File: config.mk
export PLATFORM = sky130hd
export DESIGN_NAME = tuner_status_shifter
export DESIGN_NICKNAME = d
export VERILOG_FILES = /design/src/rtl/tss_pkg.sv /design/src/rtl/tss_gate_counter.sv /design/src/rtl/tss_serializer.sv /design/src/rtl/tuner_status_shifter.sv
export SDC_FILE = /design/constraint.sdc
export NUM_CORES = 1
export LEC_CHECK = 0
export ABC_AREA = 1
export BUFFER_PORTS_ARGS = -buffer_cell sky130_fd_sc_hd__buf_2
export CAP_MARGIN = 0
export CORE_MARGIN = 4
export CORE_UTILIZATION = 44
export CTS_BUF_LIST = sky130_fd_sc_hd__clkbuf_8
export CTS_CLUSTER_SIZE = 25
export DETAILED_ROUTE_END_ITERATION = 7
export PLACE_DENSITY = 0.61
export RECOVER_POWER = 100
export SLEW_MARGIN = 40
export SYNTH_ARGS = -nofsm -noshare
export SYNTH_HDL_FRONTEND = slang
export SYNTH_SLANG_ARGS = --single-unit
export TNS_END_PERCENT = 10
File: constraint.sdc
create_clock -name clk -period 3.15 [get_ports clk]
set_clock_uncertainty 0.1 [all_clocks]
set_input_delay 0.315 -clock clk [delete_from_list [all_inputs] [get_ports clk]]
set_output_delay 0.315 -clock clk [all_outputs]
set_load 0.05 [all_outputs]
File: src/rtl/tss_pkg.sv
package tss_pkg;

    typedef enum logic {
        GC_IDLE  = 1'b0,
        GC_COUNT = 1'b1
    } gate_state_t;

    typedef enum logic [1:0] {
        SH_IDLE  = 2'd0,
        SH_SHIFT = 2'd1,
        SH_DONE  = 2'd2,
        SH_INPUT = 2'd3
    } link_state_t;

    // Window length in milliseconds for each select code
    function automatic int gate_ms(input logic [1:0] sel);
        case (sel)
            2'd0:    return 1;
            2'd1:    return 4;
            2'd2:    return 8;
            default: return 32;
        endcase
    endfunction

endpackage

File: src/rtl/tss_gate_counter.sv
module tss_gate_counter
    import tss_pkg::*;
#(
    parameter int CNT_W      = 20,
    parameter int CYC_PER_MS = 1000
) (
    input  logic             clk,
    input  logic             rst_n,
    input  logic             if_in,
    input  logic             cnt_start,
    input  logic [1:0]       gate_sel,
    output logic [CNT_W-1:0] count
);
    localparam int              TMR_W   = $clog2(32 * CYC_PER_MS + 1);
    localparam logic [CNT_W-1:0] CNT_MAX = {CNT_W{1'b1}};

    gate_state_t      state_q, state_d;
    logic [TMR_W-1:0] timer_q;
    logic [CNT_W-1:0] count_q;
    logic             if_q;
    logic             if_rise;
    logic [TMR_W-1:0] gate_len_m1;

    assign if_rise     = if_in & ~if_q;
    assign gate_len_m1 = TMR_W'(gate_ms(gate_sel) * CYC_PER_MS - 1);

    // Next state
    always_comb begin
        state_d = state_q;
        unique case (state_q)
            GC_IDLE:  if (cnt_start) state_d = GC_COUNT;
            GC_COUNT: if (!cnt_start && timer_q == '0) state_d = GC_IDLE;
            default:  state_d = GC_IDLE;
        endcase
    end

    // State register
    always_ff @(posedge clk or negedge rst_n) begin
        if (!rst_n) state_q <= GC_IDLE;
        else        state_q <= state_d;
    end

    // Timer, edge history and count
    always_ff @(posedge clk or negedge rst_n) begin
        if (!rst_n) begin
            timer_q <= '0;
            count_q <= '0;
            if_q    <= 1'b0;
        end else begin
            if_q <= if_in;
            if (cnt_start) begin
                timer_q <= gate_len_m1;
                count_q <= '0;
            end else if (state_q == GC_COUNT) begin
                if (timer_q != '0) timer_q <= timer_q - 1'b1;
                if (if_rise && count_q != CNT_MAX) count_q <= count_q + 1'b1;
            end
        end
    end

    assign count = count_q;

    AST_CNT_CLEAR:   assert property (@(posedge clk) disable iff (!rst_n)
        cnt_start |=> (count_q == '0));
    AST_CNT_STEP:    assert property (@(posedge clk) disable iff (!rst_n)
        (!cnt_start && state_q == GC_COUNT && count_q != CNT_MAX)
            |=> (count_q - $past(count_q) <= 1));
    AST_CNT_CLOSED:  assert property (@(posedge clk) disable iff (!rst_n)
        (state_q == GC_IDLE && !cnt_start) |=> $stable(count_q));
    AST_NO_OVERFLOW: assert property (@(posedge clk) disable iff (!rst_n)
        (count_q == CNT_MAX && !cnt_start) |=> (count_q == CNT_MAX));

endmodule

File: src/rtl/tss_serializer.sv
module tss_serializer
    import tss_pkg::*;
#(
    parameter int FRAME_W = 23
) (
    input  logic               clk,
    input  logic               rst_n,
    input  logic               ser_cs,
    input  logic               ser_clk,
    input  logic               rd_mode,
    input  logic [FRAME_W-1:0] frame_in,
    output logic               ser_dout
);
    localparam int                PTR_W    = $clog2(FRAME_W);
    localparam logic [PTR_W-1:0] LAST_BIT = PTR_W'(FRAME_W - 1);

    link_state_t        state_q, state_d;
    logic [FRAME_W-1:0] shadow_q;
    logic [PTR_W-1:0]   ptr_q;
    logic               cs_q, sclk_q;
    logic               cs_rise, sclk_fall;

    assign cs_rise   = ser_cs & ~cs_q;
    assign sclk_fall = ~ser_clk & sclk_q;

    // Next state
    always_comb begin
        state_d = state_q;
        unique case (state_q)
            SH_IDLE:  if (cs_rise) state_d = rd_mode ? SH_SHIFT : SH_INPUT;
            SH_SHIFT: begin
                if (!ser_cs)                            state_d = SH_IDLE;
                else if (sclk_fall && ptr_q == LAST_BIT) state_d = SH_DONE;
            end
            SH_DONE:  if (!ser_cs) state_d = SH_IDLE;
            SH_INPUT: if (!ser_cs) state_d = SH_IDLE;
            default:  state_d = SH_IDLE;
        endcase
    end

    // State register
    always_ff @(posedge clk or negedge rst_n) begin
        if (!rst_n) state_q <= SH_IDLE;
        else        state_q <= state_d;
    end

    // Snapshot, shift and pointer
    always_ff @(posedge clk or negedge rst_n) begin
        if (!rst_n) begin
            shadow_q <= '0;
            ptr_q    <= '0;
            cs_q     <= 1'b0;
            sclk_q   <= 1'b0;
        end else begin
            cs_q   <= ser_cs;
            sclk_q <= ser_clk;
            if (!ser_cs) begin
                ptr_q <= '0;
            end else if (state_q == SH_IDLE && cs_rise && rd_mode) begin
                shadow_q <= frame_in;
                ptr_q    <= '0;
            end else if (state_q == SH_SHIFT && sclk_fall) begin
                shadow_q <= shadow_q << 1;
                if (ptr_q != LAST_BIT) ptr_q <= ptr_q + 1'b1;
            end
        end
    end

    // Output decode
    always_comb begin
        ser_dout = 1'b1;
        if (state_q == SH_SHIFT && ser_cs) ser_dout = shadow_q[FRAME_W-1];
    end

    AST_LOAD_START:  assert property (@(posedge clk) disable iff (!rst_n)
        (state_q == SH_IDLE && cs_rise && rd_mode)
            |=> (state_q == SH_SHIFT && ptr_q == '0));
    AST_PTR_RANGE:   assert property (@(posedge clk) disable iff (!rst_n)
        ptr_q <= LAST_BIT);
    AST_SNAP_HOLD:   assert property (@(posedge clk) disable iff (!rst_n)
        (state_q == SH_SHIFT && !sclk_fall && ser_cs) |=> $stable(shadow_q));
    AST_INPUT_QUIET: assert property (@(posedge clk) disable iff (!rst_n)
        (state_q == SH_INPUT) |-> ser_dout);
    AST_CS_DROP:     assert property (@(posedge clk) disable iff (!rst_n)
        (!ser_cs) |=> (state_q == SH_IDLE && ptr_q == '0));

endmodule

File: src/rtl/tuner_status_shifter.sv
module tuner_status_shifter
    import tss_pkg::*;
#(
    parameter int CNT_W      = 20,
    parameter int CYC_PER_MS = 1000
) (
    input  logic       clk,
    input  logic       rst_n,
    input  logic       if_in,
    input  logic       cnt_start,
    input  logic [1:0] gate_sel,
    input  logic       lock_in,
    input  logic [1:0] io_pins,
    input  logic       ser_cs,
    input  logic       ser_clk,
    input  logic       rd_mode,
    output logic       ser_dout
);
    localparam int FRAME_W = CNT_W + 3;

    logic [CNT_W-1:0]   count;
    logic [FRAME_W-1:0] frame;

    tss_gate_counter #(
        .CNT_W      (CNT_W),
        .CYC_PER_MS (CYC_PER_MS)
    ) u_counter (
        .clk       (clk),
        .rst_n     (rst_n),
        .if_in     (if_in),
        .cnt_start (cnt_start),
        .gate_sel  (gate_sel),
        .count     (count)
    );

    // Frame order: pin 2, pin 1, lock flag, count MSB first
    assign frame = {io_pins[1], io_pins[0], lock_in, count};

    tss_serializer #(
        .FRAME_W (FRAME_W)
    ) u_serial (
        .clk      (clk),
        .rst_n    (rst_n),
        .ser_cs   (ser_cs),
        .ser_clk  (ser_clk),
        .rd_mode  (rd_mode),
        .frame_in (frame),
        .ser_dout (ser_dout)
    );

    AST_RESET_COUNT: assert property (@(posedge clk)
        $rose(rst_n) |-> (count == '0));

endmodule

# --- Yosys cells after proc, flatten, opt, wreduce, memory -nomap -nowiden ---
# Cells that the tools add are included.
word_totals:
  reg_bits: 69
  latchBits: 0
  mem_bits_rw: 0
  mem_bits_ro: 0
  input_bits: 12
  output_inout_bits: 1
  word_cells: 79
  memories: 0
classes:
  add_sub_neg: 4
  mul: 1
  n_div: 0
  magnitude_cmp: 0
  eq_ne: 13
  shifts: 0
  mux: 23
  bitwise_logic: 7
  n_reduce_logical: 22
ops:
  columns: ["cell", "count"]
  rows:
  - ["two-way mux 20 bit", 3]
  - ["two-way mux 23 bit", 2]
  - ["two-way mux 15 bit", 3]
  - ["adder 20 x 1 -> 20 bit (second input constant)", 1]
  - ["two-way mux 5 bit", 4]
  - ["!= test 20 bit (second input constant)", 1]
  - ["case mux 6 bit (3 select lines)", 1]
  - ["zero test 15 bit", 1]
  - ["nonzero test 15 bit", 1]
  - ["subtractor 15 x 1 -> 15 bit (second input constant)", 1]
  - ["subtractor 15 x 2 -> 15 bit (second input constant)", 1]
  - ["multiplier 6 x 7 -> 12 bit (second input constant)", 1]
  - ["two-way mux 2 bit", 5]
  - ["AND reduction 2 bit", 4]
  - ["nonzero test 2 bit", 4]
  - ["logical AND 1 bit", 7]
  - ["== test 2 bit (second input constant)", 3]
  - ["!= test 3 x 1 -> 1 bit (second input constant)", 2]
  - ["case mux 2 bit (3 select lines)", 1]
  - ["adder 5 x 1 -> 5 bit (second input constant)", 1]
  - ["== test 5 bit (second input constant)", 1]
  - ["!= test 5 bit (second input constant)", 1]
  - ["== test 2 x 1 -> 1 bit (second input constant)", 2]
  - ["zero test 2 bit", 2]
  - ["10 further kinds", 17]

# --- Longest topological paths before layout ---
logic_depth:
  ltp_word: 6
  ltp_mapped: 15

# --- Cells and area by module ---
# Synthesis repeated with hierarchy kept, for this count alone.
hier_totals:
  hier_cells: 609
  area_unflattened_um2: 4259.1
modules_own_cells:
  columns: ["mod", "instances", "cells_per_inst", "area_per_inst_um2", "seq_area_each_um2"]
  rows:
  - ["tss_gate_counter", 1, 366, 2541.2, 925.9]
  - ["tss_serializer", 1, 243, 1717.9, 800.8]

# --- Worst setup path after synthesis ---
# OpenSTA, ideal clock, no wires.
synth_timing:
  path_type: "in2reg"
  start: "input port gate_sel[0]"
  end: "register u_counter.timer_q[12]"
  arrival_ps: 1786
  required_time_ps: 2973
  slack_ps: 1187
  cell_stages: 12
  n_path_buf: 0
  cell_sequence: "inv_1 > ha_1 > xor2_1 > ha_1 > ha_1 > nand3_1 > nand2_1 > nand2_1 > nand3_1 > nand2_1 > nand3_1 > a21oi_1"
synth_between:
  elab_chain_len: 5
  word_cells_on_any_way: 7
synth_lines:
  columns: ["element", "line_no", "source"]
  rows:
  - ["start, declared", "tuner_status_shifter.sv:11", "input logic [1:0] gate_sel,"]
  - ["== test 2 bit, or another cell as far along", "tss_pkg.sv:17", "case (sel)"]
  - ["case mux 6 bit (3 select lines) *", "tss_pkg.sv:17", null]
  - ["multiplier 6 x 7 -> 12 bit *", "tss_gate_counter.sv:25", "assign gate_len_m1 = TMR_W'(gate_ms(gate_sel) * CYC_PER_MS - 1);"]
  - ["subtractor 15 x 2 -> 15 bit *", "tss_gate_counter.sv:25", null]
  - ["two-way mux 15 bit *", "tss_gate_counter.sv:51", "if (cnt_start) begin"]
  - ["end signal, assigned", "tss_gate_counter.sv:52", "timer_q <= gate_len_m1;"]
  - ["end signal, assigned", "tss_gate_counter.sv:55", "if (timer_q != '0) timer_q <= timer_q - 1'b1;"]
  - ["end, declared", "tss_gate_counter.sv:18", "logic [TMR_W-1:0] timer_q;"]
# Every way passes the cells marked *; elsewhere a longest branch is shown, timed or not.
# A chain may end at the register's enable or synchronous reset.

# --- Worst setup path in the final report ---
layout_timing:
  start: "register u_counter.count_q[0] (netlist: u_counter.count[0])"
  end: "register u_counter.count_q[17] (netlist: u_counter.count[17])"
layout_between:
  elab_chain_len: 4
  word_cells_on_any_way: 8
layout_lines:
  columns: ["element", "line_no", "source"]
  rows:
  - ["start, declared", "tss_gate_counter.sv:19", "logic [CNT_W-1:0] count_q;"]
  - ["start signal, assigned", "tss_gate_counter.sv:56", "if (if_rise && count_q != CNT_MAX) count_q <= count_q + 1'b1;"]
  - ["adder 20 x 1 -> 20 bit / != test 20 bit (equally long branches)", "tss_gate_counter.sv:56", null]
  - ["two-way mux 20 bit / logical AND 1 bit (equally long branches)", "tss_gate_counter.sv:56", null]
  - ["two-way mux 20 bit / nonzero test 2 bit (equally long branches)", null, null]
  - ["two-way mux 20 bit / AND reduction 2 bit (equally long branches)", null, null]
# Parallel ways exist; a longest one is shown, timed or not. The select of a mux whose other input is x is not followed.

==> impl_metrics.tcl <==
set metrics [dict create \
    grt_pass1_wl_mm 17.2 \
    use_met2_pct 29.5 \
    die_y_um 106 \
    clock.fmax_mhz 409 \
    cts_tree "done" \
    violations "capacitance limit, slew limit" \
    hold_end "u_serial.cs_q" \
    cts.clk_slew.worst_paths_ns 0.08 \
    cts_resized 0 \
    ys_warn_count 0 \
    ys_top_cells_by_count "93 x nand2_1, 70 x nor2_1, 69 x dfrtp_1, 43 x inv_1, 38 x a21oi_1" \
    drive_gt1_share_pct 11.9 \
    synthArstFlopShare_pct 100 \
    p_seq_share_pct 45.6 \
    period_share_pct 77.7 \
    ctsHoldBuffers 3 \
    min-delay-start "ser_cs" \
    synth_cells 546 \
    ff2ff_setup_slack_ns 0.70 \
    vias 3758 \
    period_minus_slack_ns 2.45 \
    outcome "finished, violations left" \
    clockBufferDepth 2 \
    synthFlopType "dfrtp_1" \
    via_per_inst 5.43 \
    row_count 35 \
    grt_antenna_before_repair 0 \
    yosys.area.top_type "dfrtp_1" \
    p_int_w 0.00180 \
    yosysTopAreaCellShare_pct 40.6 \
    wire_per_inst_um 14.2 \
    setup_viol 0 \
    port_buffers 12 \
    busiest_layer "met2" \
    reg2regPathDepth 8 \
    criticalPathCategory "reg2reg" \
    use_met3_pct 2.13 \
    gp_congestion 0.932 \
    drtIter0Drc 264 \
    clkLatencyLatePin_ns 0.34 \
    finalWirelength_mm 9.83 \
    hp-class "in2reg" \
    regToRegEndpoint "u_counter.count[17]" \
    die-width_um 106 \
    drv_cap 1 \
    power-per-cell-area_nw_per_um2 565 \
    hold_depth 1 \
    n_antenna_cell 0 \
    leakagePower_nw 1.94 \
    p_sw_w 0.000799 \
    post_cts_buffers 0 \
    gr-usage-all-layers_pct 18.6 \
    startpoint_type "flip-flop" \
    drt_pass1_iterations 5 \
    overflow 0 \
    rsz0062_at_grt "false" \
    p_clk_share_pct 35.1 \
    netlist_area_um2 4250 \
    cts_buffers 9 \
    rr_startpoint "u_counter.count[0]" \
    grtUsageMet1_pct 26.4 \
    dpl.hpwl_mm 6.85 \
    endpoint_kind "flip-flop" \
    vdd_ir_drop_max_mv 0.275 \
    worst_pin_slew_ns 1.86 \
    ys_seq_elements 69 \
    ys_seq_area_share_pct 40.6 \
    postRouteAntennaNets 0 \
    netlist_top_cells_area "dfrtp_1 41%, nand2_1 8.2%, nor2_1 6.2%, a21oi_1 4.5%, nand4_1 4.4%" \
    grt_max_degree 35 \
    relSlewSlack_pct -24.0 \
    nets 584 \
    yosysMostFrequentCell "nand2_1" \
    htreeDepth 3 \
    core_area_um2 9330 \
    path_max_fanout 13 \
    comb_power_share_pct 19.3 \
    clock_sinks 69 \
    io_pins 13 \
    root_buffer "clkbuf_8" \
    hold_viol 0 \
    arrival_ns 2.58 \
    synth_edf_count 0 \
    drv_slew 35 \
    worstPathRequired_ns 3.28 \
    synth.avg_cell_area_um2 7.78 \
    fin_util_pct 49.3 \
    area_growth_syn_to_layout_pct 8.31 \
    dieArea_um2 11300 \
    initial_utilization_pct 45.5 \
    fin_setup_tns_ns 0 \
    grt_pass1_vias 3644 \
    place_area_um2 4400 \
    final_cell_area_um2 4600 \
    drc 0 \
    syn_nets 572 \
    ys_types 38 \
    switching_share_pct 30.7 \
]
## power by group through the flow
stage	Combinational [W]	Clock, W	Sequential, W
finish	0.000502	0.000911	0.00118
global route	0.000580	0.000959	0.00121
CTS	0.000515	0.000926	0.00119
detailed placement	0.000511	0	0.00120
global placement	0.000495	0	0.00119
floorplan	0.000395	0	0.00117
## worst max-delay path: stages, from the launching register on
cell,delay (ns)
dfrtp_1,0.45
ha_1,0.30
nand2_1,0.11
nor2_1,0.36
nand3_2,0.16
o21ai_4,0.24
inv_1,0.32
nand4_1,0.22
o21ai_2,0.06
## logic make-up (layout without fill, tap and decap cells)
logic type      Yosys count  count (layout)  share of synthesized area [%]
simple gates            263             263                           29.7
compound gates          111             111                           15.4
buf+inv                  78              95                           7.89
flops                    69              69                           40.6
fa+ha+maj                14              14                           4.12
xor+xnor                 11              11                           2.27
## layer usage
metal  share of wire [%]  wire length [um]
met5                   0                 0
met1                  49              4830
met4                 1.4               141
met2                  46              4540
met3                 3.2               319
## placed cells by master, fill, tap and decap left out, types with 7 or more instances in the layout
cell type / Yosys / final
nand3_1: 26 / 28
clkbuf_8: 0 / 10
a21oi_1: 38 / 38
o21ai_2: 16 / 10
inv_1: 43 / 44
nand4_1: 30 / 32
buf_2: 1 / 7
dfrtp_1: 69 / 69
inv_2: 13 / 12
nand2_1: 93 / 98
o21ai_0: 28 / 47
ha_1: 14 / 14
nor2_1: 70 / 72
nor3_1: 17 / 17
xor2_1: 8 / 8
## metrics by stage
stage / cells / hold WS, ns / total power (W) / worst slack (ns)
final: 692 / 0.0757 / 0.00260 / 0.703
after detailed placement: 673 / 0.344 / 0.00171 / 0.884
after floorplan: 546 / -0.0806 / 0.00157 / 1.19
after global placement: 673 / 0.340 / 0.00169 / 0.974
after global routing: 692 / 0.0743 / 0.00275 / 0.442
after CTS: 692 / 0.0314 / 0.00263 / 0.980
## worst max path at each step
stage,end,startpoint,slack [ns]
after detailed placement,u_counter.timer_q[12],gate_sel[1],0.88
after global routing,u_counter.count[13],u_counter.count[0],0.44
final,u_counter.count[17],u_counter.count[0],0.70
after floorplan,u_counter.timer_q[12],gate_sel[0],1.19
after CTS,u_counter.count[4],u_counter.count[0],0.98
after global placement,u_counter.timer_q[12],gate_sel[0],0.97
## final cells by class
class | instances | area, um2
repair buffers | 22 | 133
clock buffers | 10 | 138
flip-flops and latches | 69 | 1730
fillers | 923 | 4730
inverters | 57 | 214
multi-input cells | 399 | 2120
clock inverters | 6 | 110
well taps | 129 | 161
## flip-flops by register name, summed over array words and instances, names as in the netlist
name / count
u_serial.state_q: 2
u_counter.count: 20
u_counter.if_q: 1
u_serial.cs_q: 1
u_serial.ptr_q: 5
u_counter.timer_q: 15
u_serial.shadow_q: 23
u_serial.sclk_q: 1
u_counter.state_q: 1
Power figures use the tool's default switching activity.
